`src/rtl/bsync_pkg.sv`:
```
// Package: shared types for the sync transmitter.
// Assumes: nothing beyond the standard.
package bsync_pkg;
    // Source that feeds the shifter at a character boundary
    typedef enum logic [1:0] {
        SRC_SYNC   = 2'd0,
        SRC_DATA   = 2'd1,
        SRC_CRC_HI = 2'd2,
        SRC_CRC_LO = 2'd3
    } src_e;
endpackage

```
`src/rtl/bsync_hold.sv`:
```
// Module: one-entry transmit holding register.
// Does: captures a host byte with its CRC-include flag while empty, and
// empties when the shifter takes it. Assumes take is raised only when full.
module bsync_hold #(
    parameter int CHAR_W = 8
) (
    input  logic              clk,
    input  logic              rst_n,
    input  logic              wr_en,
    input  logic [CHAR_W-1:0] wr_data,
    input  logic              wr_incl,
    input  logic              take,
    output logic              full,
    output logic [CHAR_W-1:0] data,
    output logic              incl
);
    // Purpose: fill on a write while empty, empty on take; writes while full drop
    always_ff @(posedge clk) begin
        if (!rst_n) begin
            full <= 1'b0;
            data <= '0;
            incl <= 1'b0;
        end else if (take) begin
            full <= 1'b0;
        end else if (wr_en && !full) begin
            full <= 1'b1;
            data <= wr_data;
            incl <= wr_incl;
        end
    end
endmodule

```
`src/rtl/bsync_crc.sv`:
```
// Module: byte-wide CRC accumulator.
// Does: folds one byte per accumulate strobe into the register, bits taken
// LSB first, and clears to zero on clr. Assumes CRC_W >= 2.
module bsync_crc #(
    parameter int              CHAR_W = 8,
    parameter int              CRC_W  = 16,
    parameter logic [CRC_W-1:0] POLY  = 16'h8005
) (
    input  logic              clk,
    input  logic              rst_n,
    input  logic              acc_en,
    input  logic [CHAR_W-1:0] acc_byte,
    input  logic              clr,
    output logic [CRC_W-1:0]  crc
);
    logic [CRC_W-1:0] crc_nxt;

    // Purpose: one step of the bitwise polynomial division per input bit
    always_comb begin
        crc_nxt = crc;
        for (int i = 0; i < CHAR_W; i++) begin
            if (acc_byte[i] ^ crc_nxt[CRC_W-1])
                crc_nxt = {crc_nxt[CRC_W-2:0], 1'b0} ^ POLY;
            else
                crc_nxt = {crc_nxt[CRC_W-2:0], 1'b0};
        end
    end

    // Purpose: hold the running CRC; clear has priority over accumulate
    always_ff @(posedge clk) begin
        if (!rst_n)
            crc <= '0;
        else if (clr)
            crc <= '0;
        else if (acc_en)
            crc <= crc_nxt;
    end
endmodule

```
`src/rtl/bsync_shift.sv`:
```
// Module: character shifter.
// Does: shifts a loaded character out LSB first, one bit per bit_en, and
// flags the boundary at which the next character must be supplied.
// Assumes bit_en is a single-cycle pulse.
module bsync_shift #(
    parameter int CHAR_W = 8
) (
    input  logic              clk,
    input  logic              rst_n,
    input  logic              bit_en,
    input  logic              tx_en,
    input  logic [CHAR_W-1:0] load_val,
    output logic              boundary,
    output logic              busy,
    output logic              txd
);
    localparam int CNT_W = (CHAR_W > 1) ? $clog2(CHAR_W) : 1;
    localparam logic [CNT_W-1:0] LAST = CNT_W'(CHAR_W - 1);

    logic [CHAR_W-1:0] sh;
    logic [CNT_W-1:0]  cnt;

    // Purpose: a new character is due when idle or after the last bit
    assign boundary = bit_en && (!busy || (cnt == LAST));
    assign txd      = busy ? sh[0] : 1'b1;

    // Purpose: load, shift or go idle on each bit time
    always_ff @(posedge clk) begin
        if (!rst_n) begin
            sh   <= '1;
            cnt  <= '0;
            busy <= 1'b0;
        end else if (boundary) begin
            if (tx_en) begin
                sh   <= load_val;
                cnt  <= '0;
                busy <= 1'b1;
            end else begin
                busy <= 1'b0;
            end
        end else if (bit_en && busy) begin
            sh  <= {1'b1, sh[CHAR_W-1:1]};
            cnt <= cnt + 1'b1;
        end
    end
endmodule

```
`src/rtl/bsync_tx.sv`:
```
// Module: character-synchronous transmitter top.
// Does: chooses data, CRC trailer or sync fill at each character boundary,
// runs the end-of-message latch and drives request and status outputs.
// Assumes CRC width is twice the character width.
module bsync_tx #(
    parameter int                 CHAR_W    = 8,
    parameter logic [2*CHAR_W-1:0] CRC_POLY = 16'h8005,
    parameter logic [CHAR_W-1:0]  SYNC_INIT = 8'h16
) (
    input  logic              clk,
    input  logic              rst_n,
    input  logic              bit_en,
    input  logic              tx_en,
    input  logic              crc_en,
    input  logic              wr_data_en,
    input  logic [CHAR_W-1:0] wr_data,
    input  logic              wr_crc_incl,
    input  logic              wr_sync_en,
    input  logic [CHAR_W-1:0] wr_sync,
    input  logic              eom_reset,
    output logic              data_req,
    output logic              eom_flag,
    output logic              status_chg,
    output logic              tx_busy,
    output logic              txd
);
    import bsync_pkg::*;

    localparam int CRC_W = 2 * CHAR_W;

    logic              hold_full, hold_incl, boundary, need, take;
    logic [CHAR_W-1:0] hold_data, sync_q, crc_lo_q, load_val;
    logic [CRC_W-1:0]  crc;
    logic              lo_pend;
    src_e              src;

    bsync_hold #(.CHAR_W(CHAR_W)) hold_i (
        .clk(clk), .rst_n(rst_n), .wr_en(wr_data_en), .wr_data(wr_data),
        .wr_incl(wr_crc_incl), .take(take), .full(hold_full),
        .data(hold_data), .incl(hold_incl)
    );

    bsync_crc #(.CHAR_W(CHAR_W), .CRC_W(CRC_W), .POLY(CRC_POLY)) crc_i (
        .clk(clk), .rst_n(rst_n), .acc_en(take && crc_en && hold_incl),
        .acc_byte(hold_data), .clr(need && (src == SRC_CRC_HI)), .crc(crc)
    );

    bsync_shift #(.CHAR_W(CHAR_W)) shift_i (
        .clk(clk), .rst_n(rst_n), .bit_en(bit_en), .tx_en(tx_en),
        .load_val(load_val), .boundary(boundary), .busy(tx_busy), .txd(txd)
    );

    // Purpose: pick the next character source in priority order
    always_comb begin
        if (lo_pend)        src = SRC_CRC_LO;
        else if (hold_full) src = SRC_DATA;
        else if (!eom_flag) src = SRC_CRC_HI;
        else                src = SRC_SYNC;
    end

    // Purpose: select the byte handed to the shifter
    always_comb begin
        unique case (src)
            SRC_DATA:   load_val = hold_data;
            SRC_CRC_HI: load_val = crc[CRC_W-1:CHAR_W];
            SRC_CRC_LO: load_val = crc_lo_q;
            default:    load_val = sync_q;
        endcase
    end

    assign need     = boundary && tx_en;
    assign take     = need && (src == SRC_DATA);
    assign data_req = tx_en && !hold_full;

    // Purpose: programmable fill character
    always_ff @(posedge clk) begin
        if (!rst_n)          sync_q <= SYNC_INIT;
        else if (wr_sync_en) sync_q <= wr_sync;
    end

    // Purpose: hold the CRC low byte between the two trailer characters
    always_ff @(posedge clk) begin
        if (!rst_n) begin
            lo_pend  <= 1'b0;
            crc_lo_q <= '0;
        end else if (need && (src == SRC_CRC_HI)) begin
            lo_pend  <= 1'b1;
            crc_lo_q <= crc[CHAR_W-1:0];
        end else if (need && (src == SRC_CRC_LO)) begin
            lo_pend  <= 1'b0;
        end
    end

    // Purpose: end-of-message latch and completion pulse; set beats clear
    always_ff @(posedge clk) begin
        if (!rst_n) begin
            eom_flag   <= 1'b1;
            status_chg <= 1'b0;
        end else begin
            status_chg <= need && (src == SRC_CRC_LO);
            if (need && (src == SRC_CRC_LO)) eom_flag <= 1'b1;
            else if (eom_reset)              eom_flag <= 1'b0;
        end
    end
endmodule

```
`config.mk`:
```
export PLATFORM = sky130hd
export DESIGN_NAME = bsync_tx
export DESIGN_NICKNAME = d
export VERILOG_FILES = /design/src/rtl/bsync_pkg.sv /design/src/rtl/bsync_hold.sv /design/src/rtl/bsync_crc.sv /design/src/rtl/bsync_shift.sv /design/src/rtl/bsync_tx.sv
export SDC_FILE = /design/constraint.sdc
export NUM_CORES = 1
export LEC_CHECK = 0
export BUFFER_PORTS_ARGS = -buffer_cell sky130_fd_sc_hd__clkbuf_2
export CORE_MARGIN = 1
export CORE_UTILIZATION = 30
export CTS_BUF_LIST = sky130_fd_sc_hd__clkbuf_8 sky130_fd_sc_hd__clkbuf_16
export DETAILED_ROUTE_END_ITERATION = 10
export HOLD_SLACK_MARGIN = 0.1
export PLACE_DENSITY = 0.51
export SLEW_MARGIN = 20
export SYNTH_ARGS = -nofsm -noshare
export SYNTH_HDL_FRONTEND = slang
export SYNTH_SLANG_ARGS = --single-unit
```
`constraint.sdc`:
```
create_clock -name clk -period 1.8 [get_ports clk]
set_input_delay 0.54 -clock clk [delete_from_list [all_inputs] [get_ports clk]]
set_output_delay 0.54 -clock clk [all_outputs]
set_load 0.005 [all_outputs]
```
==> results of run 1 <==
what timing repair did:
action	CTS	global route
setup buffers	5	1
gates resized for setup	10	10
gates cloned	2	0
setup endpoints to repair	12	24
hold buffers	0	0
pin swaps	13	7
power by group:
group	switching [W]	internal [W]	total [W]	leakage [nW]
Sequential	0.0000436	0.00131	0.00135	0.467
Clock	0.000508	0.000514	0.00102	0.0929
Combinational	0.000203	0.000204	0.000407	0.825
Total	0.000755	0.00202	0.00278	1.38
state kept, by name, summed over array words and instances, names as in the netlist:
| signal | flops |
|---|---|
| eom_flag | 1 |
| hold_i.data | 8 |
| status_chg | 1 |
| shift_i.cnt | 3 |
| lo_pend | 1 |
| crc_lo_q | 8 |
| shift_i.sh | 8 |
| sync_q | 8 |
| hold_i.full | 1 |
| hold_i.incl | 1 |
| crc_i.crc | 16 |
| shift_i.busy | 1 |
stage by stage:
stage | setup WS [ns] | hold WS (ns) | cell area, sq um
after floorplan | 0.01012 | 0.4297 | 2690
after global placement | -0.05786 | 0.4436 | 3119
after detailed placement | -0.1096 | 0.4518 | 3119
after CTS | -0.01580 | 0.4003 | 3412
after global routing | -0.04467 | 0.4107 | 3447
final | 0.03800 | 0.4193 | 3447
synth_stat cells, types with 2 or more instances:
library cell  number  area (sq um)
a211oi_1          13         97.59
a21oi_1           39         195.2
and2_1             2         12.51
buf_1              3         11.26
buf_2              3         15.01
clkbuf_1          11         41.29
dfxtp_1           57          1141
ha_1               2         25.02
inv_1              2         7.510
mux2_2             5         56.30
mux2i_1           21         210.2
nand2_1           42         157.7
nand2b_1           8         50.05
nand3_1            6         30.03
nor2_1            38         142.6
nor2b_1            4         25.02
nor3_1             5         25.02
nor3b_1            2         15.01
o21ai_0            6         30.03
o21ai_1            2         10.01
o31ai_1            2         15.01
xnor2_1            9         78.83
xnor2_2            3         48.80
xor2_1             3         26.28
xor2_2             2         32.53
final cells by class:
type / instances / area [sq um] / share of cell area
timing repair buffer: 65 / 476.7 / 0.1383
tap: 108 / 135.1 / 0.03920
clock inverter: 5 / 23.77 / 0.006897
clock buffer: 10 / 137.6 / 0.03993
multi-input combinational: 225 / 1514 / 0.4392
inverter: 3 / 11.26 / 0.003267
sequential: 57 / 1149 / 0.3332
cells by family (layout without fill, tap and decap cells):
logic type / Yosys count / count (layout)
XOR/XNOR: 20 / 20
AO/OA/AOI/OAI: 67 / 67
buffers and inverters: 22 / 83
flip-flops: 57 / 57
multiplexers: 26 / 26
adder cells (fa/ha/maj): 2 / 2
AND/OR/NAND/NOR: 110 / 110
final timing paths:
| check | slack [ns] | cells past startpoint | endpoint |
|---|---|---|---|
| max | 0.04 | 8 | crc_i.crc[0] |
| min | 0.42 | 3 | sync_q[2] |
| max reg2reg | 0.04 | 8 | crc_i.crc[0] |
| min reg2reg | 0.47 | 2 | shift_i.sh[0] |
tightest hold or removal path, stage by stage:
cell and delay, ns:
clkbuf_2 0.07, mux2i_1 0.05, nand2_1 0.06
layer usage:
layer / global-route usage / wire length, um
met5: 0 / 0
met4: 0.06127 / 63
met3: 0.05399 / 243
met2: 0.2394 / 2920
met1: 0.2224 / 3489
==> flow_summary.ini, run 1 <==
[pwr]
cellLeakagePower_nw = 1.385
total_power_w = 0.002780
p_per_area_nw_per_um2 = 806.5
vdd_drop_max_v = 0.0003827

[sta]
worst_pin_slew_ns = 0.3402
slew_headroom = 0.7715
setup_viol = 0
rsz0062_at_grt = yes
clock.fmax_mhz = 567.5
fin_worst_skew_ns = 0.007135
finalHoldViolations = 0
tns_ns = 0
period_share = 0.9789
min_period_ns = 1.762
drv_slew = 0

[placement]
place_hpwl_um = 4753
place_congestion = 0.8042
dp_cells = 451
portBuffers = 29

[setup_path]
crit_chain = ha_4 -> ha_4 -> nor2b_2 -> nor4_4 -> and4_4 -> bufbuf_16 -> nor2_1 -> a211oi_2
path_buf_inv = 1
critPathMaxFanout = 6
startpoint = shift_i.cnt[1]
cpPeakStageDelay_ns = 0.35
cp.arrival_ns = 2.03
path_class = register to register
cp_slowest_cell = dfxtp_2
cpMostUsedCell = ha_4
cp_top_family = simple AND/OR/NAND/NOR gates
r2r_start = shift_i.cnt[1]
end_kind = register
worst_ep_required_time_ns = 2.07
cp-start-kind = register

[outcome]
outcome = finished, final reports clean

[floorplan]
start_util = 0.3090
fp.coreArea_sq_um = 8678
die_x_um = 96.54
pin_count = 30
row_count = 34
die_y_um = 96.54
dieArea_sq_um = 9320

[logic_synthesis]
syn-cell-area_sq_um = 2681
synth_xor_area_frac = 0.09706
synth_top_family_by_area = simple AND/OR/NAND/NOR gates
synth_edf_count = 0
synth_seq_cells = 57
synth_cells = 304
synth_cell_types = 39
synthMuxAreaShare = 0.09939
synthFlopType = dfxtp_1
synth-simple-area-share = 0.1811
synth-compound-area-share = 0.1484
syn_avg_cell_area_sq_um = 8.820
yosys.area_share.adder = 0.009333
mappedNetlistNets = 331
yosysWarnings = 0
synth-seq-area-share = 0.4256
synthArstFlopShare = 0

[cells_and_area]
insertedDiodeCount = 0
drive_gt1_frac = 0.2986
final_cell_mix = dfxtp_1 (53), nand2_1 (42), nor2_1 (38)
area_growth_pct = 28.56
fillerInstances = 904
final_cells = 473
layout.nets = 388
final_common_cell = dfxtp_1
utilization = 0.3972

[clock_network]
clk_pin_slew_ns = 0.07
clk_latency_ns = 0.34
cts_max_level = 3
cts_buffer_depth = 2
cts_tree = done
cts.sinks = 57
root_buffer = clkbuf_8
cts_buffers = 9

[routing]
firstDrtPassIters = 4
avgRoutedWirePerCell_um = 14.20
drc = 0
via_per_inst = 4.757
first_iter_violations = 90
ant_nets = 0
via_count = 2250
wirelength_um = 6716

[global_route]
grt.overflow.total = 0
grt_pass1_vias = 2157
track_usage = 0.1638
grt_start_max_net_pins = 31
grt_pass1_wl_um = 11100
grt_antenna_before_repair = 0

[run]
drv_cap = 0

[min_path]
min_path_type = input pin to register
min-delay-start = wr_sync[2]
No activity file was read; power rests on OpenSTA's default activity.
==> run 2: changes to the inputs <==
- RECOVER_POWER: unset -> 100
==> run 2 against run 1 <==
Clock power about the same; die area is the same; core utilization fell by 0.10 points; maximum frequency increased by 0.41%; sequential cell count unchanged; count of clock-buffer cells in the layout is the same; sequential power about the same; wire length barely moved; critical path type unchanged.
==> flow_summary.ini, run 2 (same netlist as run 1, synthesis figures left out) <==
[sta]
drv_slew = 0
setup_viol = 0
whs_ns = 0.4186
fin_worst_skew_ns = 0.006884
period_share = 0.9749
worst_pin_slew_ns = 0.5985
finalHoldViolations = 0
min_period_ns = 1.755
clock.fmax_mhz = 569.8
slew_headroom = 0.6010
rsz0062_at_grt = yes

[pwr]
switching_power_w = 0.0007554
total_power_w = 0.002778
swShare = 0.2719
vdd_drop_max_v = 0.0003826
cellLeakagePower_nw = 1.373
power.internal_w = 0.002023
seq_power_share = 0.486
p_per_area_nw_per_um2 = 808.0
p_clk_frac = 0.368
p_comb_frac = 0.146

[global_route]
grt_antenna_before_repair = 0
grt.overflow.total = 0
track_usage = 0.1638
grt_pass1_wl_um = 11100
grt_pass1_vias = 2157
grt_start_max_net_pins = 31

[clock_network]
hold_buffers = 0
cts_buffers = 9
clk_latency_ns = 0.34
clk_pin_slew_ns = 0.07
cts_tree = done
cts.sinks = 57
cts_buffer_depth = 2
cts_max_level = 3
root_buffer = clkbuf_8

[cells_and_area]
drive_gt1_frac = 0.2904
insertedDiodeCount = 0
largest_reg_flops = 16
final_common_cell = dfxtp_1
area_growth_pct = 28.23
top_register = crc_i.crc
layout.nets = 388
final_cells = 473
final_cell_mix = dfxtp_1 (53), nand2_1 (42), nor2_1 (38)
stdcell_area_sq_um = 3438

[setup_path]
cp_top_family = simple AND/OR/NAND/NOR gates
worst_ep_required_time_ns = 2.07
crit_chain = ha_4 -> ha_4 -> nor2b_2 -> nor4_4 -> and4_4 -> bufbuf_16 -> nor2_1 -> a211oi_2
path_class = register to register
path_buf_inv = 1
cpMostUsedCell = ha_4
critPathMaxFanout = 6
cpPeakStageDelay_ns = 0.35
cp-start-kind = register
cp.arrival_ns = 2.02
cp_slowest_cell = dfxtp_2
end_kind = register

[placement]
dp_cells = 451
portBuffers = 29
place_hpwl_um = 4753
post_dp_cell_area_sq_um = 3119
place_congestion = 0.8042

[routing]
avgRoutedWirePerCell_um = 14.20
firstDrtPassIters = 4
drc = 0
route.met3.wl_um = 255
route.met2.wl_um = 2909
met1_length_um = 3488
wirelength_um = 6717
via_per_inst = 4.780
first_iter_violations = 96
ant_nets = 0
highest_layer = met4
via_count = 2261

[floorplan]
row_count = 34
pin_count = 30
fp.coreArea_sq_um = 8678
start_util = 0.3090
dieArea_sq_um = 9320
die_y_um = 96.54
die_x_um = 96.54

[min_path]
min_path_type = input pin to register

[run]
drv_cap = 0

[outcome]
outcome = finished, final reports clean
run 2: cell types whose count changed in the layout (fill, tap and decap cells not counted):
| cell | change |
|---|---|
| clkbuf_2 | -1 |
| buf_4 | -2 |
| clkbuf_1 | +3 |
run 2: cell type report:
class | instances | area (sq um)
Fill cell | 907 | 5240
Sequential cell | 57 | 1149
Inverter | 3 | 11.26
Timing Repair Buffer | 65 | 467.9
Tap cell | 108 | 135.1
Clock buffer | 10 | 137.6
Clock inverter | 5 | 23.77
Multi-Input combinational cell | 225 | 1514
run 2: worst min-delay path: stages:
cell and delay (ns):
clkbuf_2 0.07, mux2i_1 0.05, nand2_1 0.06
run 2: power groups by stage:
stage / clock [W] / combinational (W) / sequential [W]
3_5_place_dp: 0 / 0.000392 / 0.00138
2_1_floorplan: 0 / 0.000257 / 0.00136
3_3_place_gp: 0 / 0.000390 / 0.00138
6_report: 0.00102 / 0.000405 / 0.00135
4_1_cts: 0.00105 / 0.000402 / 0.00135
5_1_grt: 0.00112 / 0.000449 / 0.00136
run 2: final timing paths:
path | startpoint | slack, ns | end | depth (start not counted)
min | wr_sync[2] | 0.42 | sync_q[2] | 3
max | shift_i.cnt[1] | 0.05 | crc_i.crc[0] | 8
min reg2reg | shift_i.sh[0] | 0.47 | shift_i.sh[0] | 2
max reg2reg | shift_i.cnt[1] | 0.05 | crc_i.crc[0] | 8
run 2: stage by stage:
step / setup TNS, ns / utilization / worst slack, ns
2_1_floorplan: 0 / - / 0.01012
3_3_place_gp: -0.5102 / 0.3594 / -0.05786
3_5_place_dp: -1.464 / 0.3594 / -0.1096
4_1_cts: -0.03112 / 0.3932 / -0.01580
5_1_grt: -0.1707 / 0.3962 / -0.04467
6_report: 0 / 0.3962 / 0.04513
run 2: routing by layer:
metal  global-route usage  vias to the layer above
met2               0.2394                       40
met5                    0                        -
met4              0.06127                        0
met3              0.05399                        5
li1                     -                     1155
met1               0.2224                     1061
run 2: repair_timing:
action	CTS	global route
pin swaps	13	7
setup endpoints to repair	12	24
gates cloned	2	0
buffers inserted	5	1
resized for setup	10	10
